--- config.mk ---
export PLATFORM = sky130hd
export DESIGN_NAME = dual_cmp_timer
export DESIGN_NICKNAME = d
export VERILOG_FILES = /design/src/rtl/dct_pkg.sv /design/src/rtl/dct_term.sv /design/src/rtl/dct_rd_mux.sv /design/src/rtl/dual_cmp_timer.sv
export SDC_FILE = /design/constraint.sdc
export NUM_CORES = 1
export LEC_CHECK = 0
export CAP_MARGIN = 30
export CORE_ASPECT_RATIO = 1.5
export CORE_MARGIN = 5
export CORE_UTILIZATION = 40
export CTS_CLUSTER_DIAMETER = 60
export CTS_CLUSTER_SIZE = 14
export DETAILED_ROUTE_END_ITERATION = 6
export PLACE_DENSITY = 0.7
export SETUP_SLACK_MARGIN = 0.3
export SLEW_MARGIN = 20
export SYNTH_ARGS = -nofsm -noshare
export SYNTH_HDL_FRONTEND = slang
export SYNTH_SLANG_ARGS = --single-unit
--- constraint.sdc ---
create_clock -name clk -period 6.1 [get_ports clk]
set_input_delay 1.22 -clock clk [delete_from_list [all_inputs] [get_ports clk]]
set_output_delay 1.22 -clock clk [all_outputs]
set_load 0.01 [all_outputs]
--- src/rtl/dct_pkg.sv ---
package dct_pkg;
    typedef enum logic [1:0] {
        REG_CTL  = 2'd0,
        REG_CNT  = 2'd1,
        REG_LIMA = 2'd2,
        REG_LIMB = 2'd3
    } dct_reg_e;

    localparam int unsigned CB_RUN  = 0;
    localparam int unsigned CB_WRUN = 1;
    localparam int unsigned CB_IRQ  = 2;
    localparam int unsigned CB_DUAL = 3;
    localparam int unsigned CB_CONT = 4;
    localparam int unsigned CB_HIT  = 5;
    localparam int unsigned CB_USEB = 6;
    localparam int unsigned CB_COUNT = 7;
endpackage

--- src/rtl/dct_term.sv ---
module dct_term #(
    parameter int unsigned WIDTH = 16
) (
    input  logic [WIDTH-1:0] count,
    input  logic [WIDTH-1:0] lim_a,
    input  logic [WIDTH-1:0] lim_b,
    input  logic             use_b,
    output logic             at_limit
);
    logic [WIDTH-1:0] nxt;
    logic [WIDTH-1:0] active;

    // A zero limit matches only when the incremented count wraps to zero,
    // which gives the full 2^WIDTH period.
    always_comb begin
        nxt      = count + WIDTH'(1);
        active   = use_b ? lim_b : lim_a;
        at_limit = (nxt == active);
    end
endmodule

--- src/rtl/dct_rd_mux.sv ---
module dct_rd_mux #(
    parameter int unsigned WIDTH = 16
) (
    input  logic [1:0]       addr,
    input  logic [WIDTH-1:0] ctl_word,
    input  logic [WIDTH-1:0] count,
    input  logic [WIDTH-1:0] lim_a,
    input  logic [WIDTH-1:0] lim_b,
    output logic [WIDTH-1:0] rdata
);
    import dct_pkg::*;

    always_comb begin
        unique case (dct_reg_e'(addr))
            REG_CTL:  rdata = ctl_word;
            REG_CNT:  rdata = count;
            REG_LIMA: rdata = lim_a;
            default:  rdata = lim_b;
        endcase
    end
endmodule

--- src/rtl/dual_cmp_timer.sv ---
module dual_cmp_timer #(
    parameter int unsigned WIDTH = 16
) (
    input  logic             clk,
    input  logic             rst_n,
    input  logic             tick,
    input  logic             bus_wr,
    input  logic [1:0]       bus_addr,
    input  logic [WIDTH-1:0] bus_wdata,
    output logic [WIDTH-1:0] bus_rdata,
    output logic             wave_out,
    output logic             in_use_b,
    output logic             irq_pulse
);
    import dct_pkg::*;

    localparam int unsigned CTL_PAD = WIDTH - CB_COUNT;

    typedef struct packed {
        logic [WIDTH-1:0] count;
        logic [WIDTH-1:0] lim_a;
        logic [WIDTH-1:0] lim_b;
        logic             run;
        logic             irq_en;
        logic             dual;
        logic             cont;
        logic             reached;
        logic             use_b;
        logic             irq;
    } tmr_state_t;

    tmr_state_t st_d, st_q;

    logic             at_limit;
    logic             wr_ctl, wr_cnt, wr_lima, wr_limb;
    logic             step;
    logic             hit;
    logic [WIDTH-1:0] ctl_word;
    logic [WIDTH-1:0] cnt_w;
    logic             run_w;
    logic             reached_w;

    dct_term #(.WIDTH(WIDTH)) u_term (
        .count    (st_q.count),
        .lim_a    (st_q.lim_a),
        .lim_b    (st_q.lim_b),
        .use_b    (st_q.use_b),
        .at_limit (at_limit)
    );

    always_comb begin
        ctl_word          = '0;
        ctl_word[CB_RUN]  = st_q.run;
        ctl_word[CB_IRQ]  = st_q.irq_en;
        ctl_word[CB_DUAL] = st_q.dual;
        ctl_word[CB_CONT] = st_q.cont;
        ctl_word[CB_HIT]  = st_q.reached;
        ctl_word[CB_USEB] = st_q.use_b;
    end

    dct_rd_mux #(.WIDTH(WIDTH)) u_rd (
        .addr     (bus_addr),
        .ctl_word (ctl_word),
        .count    (st_q.count),
        .lim_a    (st_q.lim_a),
        .lim_b    (st_q.lim_b),
        .rdata    (bus_rdata)
    );

    always_comb begin
        wr_ctl  = bus_wr && (bus_addr == REG_CTL);
        wr_cnt  = bus_wr && (bus_addr == REG_CNT);
        wr_lima = bus_wr && (bus_addr == REG_LIMA);
        wr_limb = bus_wr && (bus_addr == REG_LIMB);
        // A count write takes the whole cycle; the tick it meets is dropped.
        step    = tick && st_q.run && !wr_cnt;
        hit     = step && at_limit;

        st_d     = st_q;
        st_d.irq = 1'b0;
        if (!st_q.dual) begin
            st_d.use_b = 1'b0;
        end

        if (step) begin
            st_d.count = at_limit ? '0 : st_q.count + WIDTH'(1);
        end

        if (hit) begin
            st_d.reached = 1'b1;
            st_d.irq     = st_q.irq_en;
            if (st_q.dual) begin
                st_d.use_b = !st_q.use_b;
            end
            // One-shot: dual mode stops only after the B phase ends.
            if (!st_q.cont && (!st_q.dual || st_q.use_b)) begin
                st_d.run = 1'b0;
            end
        end

        if (wr_cnt) begin
            st_d.count = bus_wdata;
        end
        if (wr_lima) begin
            st_d.lim_a = bus_wdata;
        end
        if (wr_limb) begin
            st_d.lim_b = bus_wdata;
        end
        if (wr_ctl) begin
            st_d.irq_en = bus_wdata[CB_IRQ];
            st_d.dual   = bus_wdata[CB_DUAL];
            st_d.cont   = bus_wdata[CB_CONT];
            if (bus_wdata[CB_WRUN]) begin
                st_d.run = bus_wdata[CB_RUN];
            end
            if (!bus_wdata[CB_HIT]) begin
                st_d.reached = hit;
            end
            if (!bus_wdata[CB_DUAL]) begin
                st_d.use_b = 1'b0;
            end
        end
    end

    always_ff @(posedge clk) begin
        if (!rst_n) begin
            st_q <= '0;
        end else begin
            st_q <= st_d;
        end
    end

    assign wave_out  = !st_q.use_b;
    assign in_use_b  = st_q.use_b;
    assign irq_pulse = st_q.irq;
    assign cnt_w     = st_q.count;
    assign run_w     = st_q.run;
    assign reached_w = st_q.reached;

    if (CTL_PAD == 0) begin : g_chk_width
        initial $display("dual_cmp_timer: WIDTH leaves no spare control bits");
    end
endmodule

==> results of run 1 <==
-- cell families (layout without fill, tap and decap cells) --
| logic type | Yosys count | count (layout) | synth area share |
|---|---|---|---|
| flops | 55 | 55 | 0.313 |
| mux | 33 | 33 | 0.119 |
| xor+xnor | 24 | 24 | 0.0598 |
| fa+ha+maj | 1 | 1 | 0.00356 |
| simple gates | 165 | 165 | 0.232 |
| buf+inv | 39 | 56 | 0.0456 |
| compound gates | 108 | 108 | 0.226 |
-- flip-flops by register name, indices dropped and copies added, names as in the netlist --
signal     flops
reached_w      1
st_q          32
irq_pulse      1
cnt_w         16
run_w          1
in_use_b       1
ctl_word       3
-- tightest hold or removal path: stages (launching register included) --
cell and delay [ns]:
dfxtp_1 0.32, nand2_1 0.05, a21boi_0 0.06
-- metrics by stage --
stage           util  total power, mW  instances  hold WS, ns  cell area (um2)
3_3_place_gp   0.452            0.504        545        0.460             3940
5_1_grt        0.469            0.819        552        0.498             4090
2_1_floorplan      -            0.460        425        0.450             3510
6_report       0.469            0.784        552        0.478             4090
4_1_cts        0.469            0.789        552        0.480             4090
3_5_place_dp   0.452            0.507        545        0.470             3940
-- cell usage after synthesis (all sizes together), types with 9 or more instances --
cell type / count
nand2: 77
dfxtp: 55
a21boi: 41
clkbuf: 27
o21ai: 18
xnor2: 18
mux2i: 16
a22oi: 15
nor3: 14
nand3: 13
nor2: 13
mux2: 11
a22o: 10
and3: 9
-- cell type report --
class | instances | area share
clock buffer | 6 | 0.0340
clock inverter | 1 | 0.00122
inverter | 4 | 0.00367
multi-input combinational | 331 | 0.551
sequential | 55 | 0.269
tap | 110 | 0.0337
timing repair buffer | 45 | 0.107
-- metal layers --
metal  up-vias  track usage  share of wire
met5         -            0              0
met4         0       0.0817          0.022
met3        16       0.0285          0.057
met2        97        0.342           0.53
met1      1542        0.211           0.39
li1       1558            -              -
-- power breakdown --
| group | internal [mW] | leakage [nW] | switching, mW |
|---|---|---|---|
| combinational | 0.0544 | 0.828 | 0.0595 |
| clock | 0.161 | 0.0727 | 0.125 |
| sequential | 0.370 | 0.447 | 0.0147 |
| total | 0.585 | 1.35 | 0.199 |
-- worst min-delay path by stage --
stage / from / end / slack [ns] / depth (start not counted)
6_report: st_q[11] / st_q[11] / 0.48 / 2
5_1_grt: st_q[11] / st_q[11] / 0.50 / 2
4_1_cts: st_q[11] / st_q[11] / 0.48 / 2
3_5_place_dp: st_q[11] / st_q[11] / 0.47 / 2
3_3_place_gp: st_q[21] / st_q[21] / 0.46 / 2
2_1_floorplan: st_q[10] / st_q[10] / 0.45 / 2
==> impl_metrics.yaml, run 1 <==
setup_path:
  reg2reg_to: "cnt_w[14]"
  cp.depth: 5
  ff2ff_path_depth: 8
  r2r_start: "cnt_w[4]"
  crit_fanout: 24
  crit_family: "buffers and inverters"
  start_kind: "input pin"
  crit_buf_inv: 3
  crit_type: "in2out"
  worstPathArrival_ns: 3.50
  cp_slowest_cell: "nor2b_1"
  cp_common_cell: "clkdlybuf4s50_1"
  cp-end-kind: "output port"
  setup.worst_path.end: "bus_rdata[15]"
  path_cells: "clkdlybuf4s50_1 > buf_4 > nor2b_1 > a22o_1 > clkdlybuf4s50_1"
  required_ns: 4.88
  cpPeakStageDelay_ns: 0.72
  r2r_setup_slack_ns: 2.70
  cp-startpoint: "bus_addr[1]"
sta:
  period_minus_slack_ns: 4.72
  worst_pin_slew_ns: 0.842
  layout_setup_ws_ns: 1.38
  slew_headroom: 0.437
  fin_crit_sh: 0.773
  fmax_ghz: 0.212
  setup_tns_ns: 0
  finalSetupViolCount: 0
  fin_skew_ns: 0.00637
  drv_slew: 0
  rsz0062_at_grt: "no"
  hold_viol_final: 0
die:
  die_area_um2: 10800
  num_rows: 42
  die_x_um: 86.5
  io_pins: 41
  core_um2: 8720
  initial_core_util: 0.403
  die_h_um: 125
cts:
  clk_path_buf_depth: 2
  clkSinkCount: 55
  cts_tree: "done"
  ctsResizeCount: 0
  cts_root_buf: "clkbuf_16"
  clock_latency_ns: 0.29
  post_cts_buffers: 0
  postCtsHoldBufs: 0
  clk_pin_slew_ns: 0.07
  cts.htree.levels: 2
  cts_buffers: 5
power:
  cellPowerDensity_nw_per_um2: 192
  leakage_nw: 1.35
  peakVddDrop_mv: 0.0987
synth:
  ys.flop_type: "dfxtp_1"
  yosysTopAreaCell: "dfxtp_1"
  synth-async-reset-ratio: 0
  syn-num-nets: 448
  avgSynthCellArea_um2: 8.27
  ys.warnings.count: 0
  synth_edf_count: 0
  synth_top_area_frac: 0.313
  synth_cell_type_count: 51
  synth_cells: 425
  ys_seq_elements: 55
  syn-cell-area_um2: 3510
  ys_seq_area_frac: 0.313
  synth.area.top_cells: "dfxtp_1 (31%), a21boi_0 (8.8%), nand2_1 (8.2%), mux2i_1 (4.6%), xnor2_1 (4.5%)"
finish:
  antenna_cells: 0
  mostFrequentLayoutCells: "nand2_1 (77), dfxtp_1 (55), a21boi_0 (41)"
  drive_above_1_share: 0.0905
  regArea_um2: 1100
  final_common_cell: "nand2_1"
  syn_to_final_growth_pct: 16.3
  fin_nets: 465
  multi_input_area_um2: 2250
  fillers: 883
status:
  status: "completed"
route:
  vias: 3213
  ant_nets: 0
  routed_wl_mm: 10.2
  post_drt_via_cell_ratio: 5.82
  drc: 0
  first_iter_violations: 169
  firstDrtPassIters: 4
  detail_route.wl_per_cell_um: 18.4
global_routing:
  grt_pass1_vias: 3134
  overflow: 0
  grtUsageTotal: 0.189
  grt_max_degree: 46
  antenna_found_initial: 0
  grt_pass1_wl_mm: 16.1
job:
  max_cap_viol_count: 0
hold_path:
  worst_hold_path_type: "reg2reg"
placement:
  post-place-ws_ns: 1.37
  gp_routability_congestion: 0.957
  port_buffers: 40
  hpwl_mm: 7.26
Power figures use the tool's default switching activity.
==> inputs of run 2 (changes only) <==
Clock period 6.1 ns to 4.9 ns, I/O delays scaled along.
==> impl_metrics.yaml, run 2 (same netlist as run 1, synthesis figures left out) <==
finish:
  fin_util: 0.471
  syn_to_final_growth_pct: 17.0
  mostFrequentLayoutCells: "nand2_1 (77), dfxtp_1 (55), a21boi_0 (41)"
  final_common_cell: "nand2_1"
  fin_nets: 468
  antenna_cells: 0
  largest_reg_flops: 32
  regMostFlops: "st_q"
  drive_above_1_share: 0.0942
global_routing:
  grt_use_met1: 0.233
  overflow: 0
  grt_pass1_vias: 3152
  grt_pass1_wl_mm: 16.6
  use_met3: 0.0265
  grt_use_met2: 0.333
  grtUsageTotal: 0.192
  grt.busiest_layer: "met2"
  grt_max_degree: 25
  antenna_found_initial: 0
sta:
  drv_slew: 0
  hold_ws_ns: 0.483
  fmax_ghz: 0.258
  hold_viol_final: 0
  rsz0062_at_grt: "no"
  worst_pin_slew_ns: 0.802
  setup_tns_ns: 0
  period_minus_slack_ns: 3.88
  finalSetupViolCount: 0
  fin_crit_sh: 0.791
  slew_headroom: 0.464
  fin_skew_ns: 0.00367
die:
  io_pins: 41
  initial_core_util: 0.403
  die_h_um: 125
  die_x_um: 86.5
  core_um2: 8720
  num_rows: 42
  die_area_um2: 10800
placement:
  hpwl_mm: 7.32
  port_buffers: 40
  gp_routability_congestion: 0.957
cts:
  postCtsHoldBufs: 0
  cts_root_buf: "clkbuf_16"
  clk_path_buf_depth: 2
  clk_pin_slew_ns: 0.07
  clock_latency_ns: 0.29
  ctsResizeCount: 0
  cts_buffers: 5
  clkSinkCount: 55
  cts_tree: "done"
  post_cts_buffers: 0
  cts.htree.levels: 2
route:
  first_iter_violations: 242
  vias: 3264
  firstDrtPassIters: 4
  ant_nets: 0
  detail_route.wl_per_cell_um: 18.2
  post_drt_via_cell_ratio: 5.87
  routed_wl_mm: 10.1
  drc: 0
setup_path:
  cp-end-kind: "output port"
  worstPathArrival_ns: 2.90
  start_kind: "input pin"
  crit_fanout: 11
  crit_type: "in2out"
  ff2ff_path_depth: 9
  required_ns: 3.92
  r2r_setup_slack_ns: 1.49
power:
  leakage_nw: 1.36
  cellPowerDensity_nw_per_um2: 236
  peakVddDrop_mv: 0.131
  power_mw: 0.970
status:
  status: "completed"
job:
  max_cap_viol_count: 0
hold_path:
  worst_hold_path_type: "reg2reg"
  holdPathStages: 2
## run 2: cell types whose count changed in the layout (fill, tap and decap cells not counted)
cell | before | now
buf_4 | 5 | 7
buf_8 | 0 | 1
clkbuf_1 | 0 | 2
clkbuf_8 | 1 | 0
## run 2: report_power, final
| group | internal, mW | leakage [nW] | switching [mW] |
|---|---|---|---|
| clock | 0.189 | 0.0679 | 0.156 |
| combinational | 0.0697 | 0.846 | 0.0747 |
| sequential | 0.461 | 0.447 | 0.0188 |
## run 2: final cells by class
class	instances	area (um2)
Tap cell	110	138
Timing Repair Buffer	48	468
Clock inverter	1	5.00
Fill cell	888	4610
Clock buffer	7	133
Multi-Input combinational cell	331	2250
Inverter	4	15.0
Sequential cell	55	1100
## run 2: final timing paths
| check | from | end |
|---|---|---|
| setup / recovery | bus_addr[0] | bus_rdata[0] |
| hold / removal | st_q[14] | st_q[14] |
| setup reg to reg | in_use_b | cnt_w[5] |
| hold reg to reg | st_q[14] | st_q[14] |
## run 2: metrics by stage
| step | cell area, um2 | cells | setup slack (ns) |
|---|---|---|---|
| CTS | 4110 | 556 | 1.01 |
| global placement | 3960 | 547 | 1.04 |
| floorplan | 3510 | 425 | 1.92 |
| finish | 4110 | 556 | 1.02 |
| global route | 4110 | 556 | 0.909 |
| detailed placement | 3970 | 548 | 1.01 |
## run 2: metal layers
layer / share of wire / wire length (um)
met5: 0 / 0
met4: 0.027 / 269
met3: 0.064 / 650
met2: 0.52 / 5250
met1: 0.39 / 3970
## run 2: worst max-delay path, cell delays in order
cell and delay [ns]:
clkdlybuf4s50_1 0.85, mux4_2 0.58, clkdlybuf4s50_1 0.49
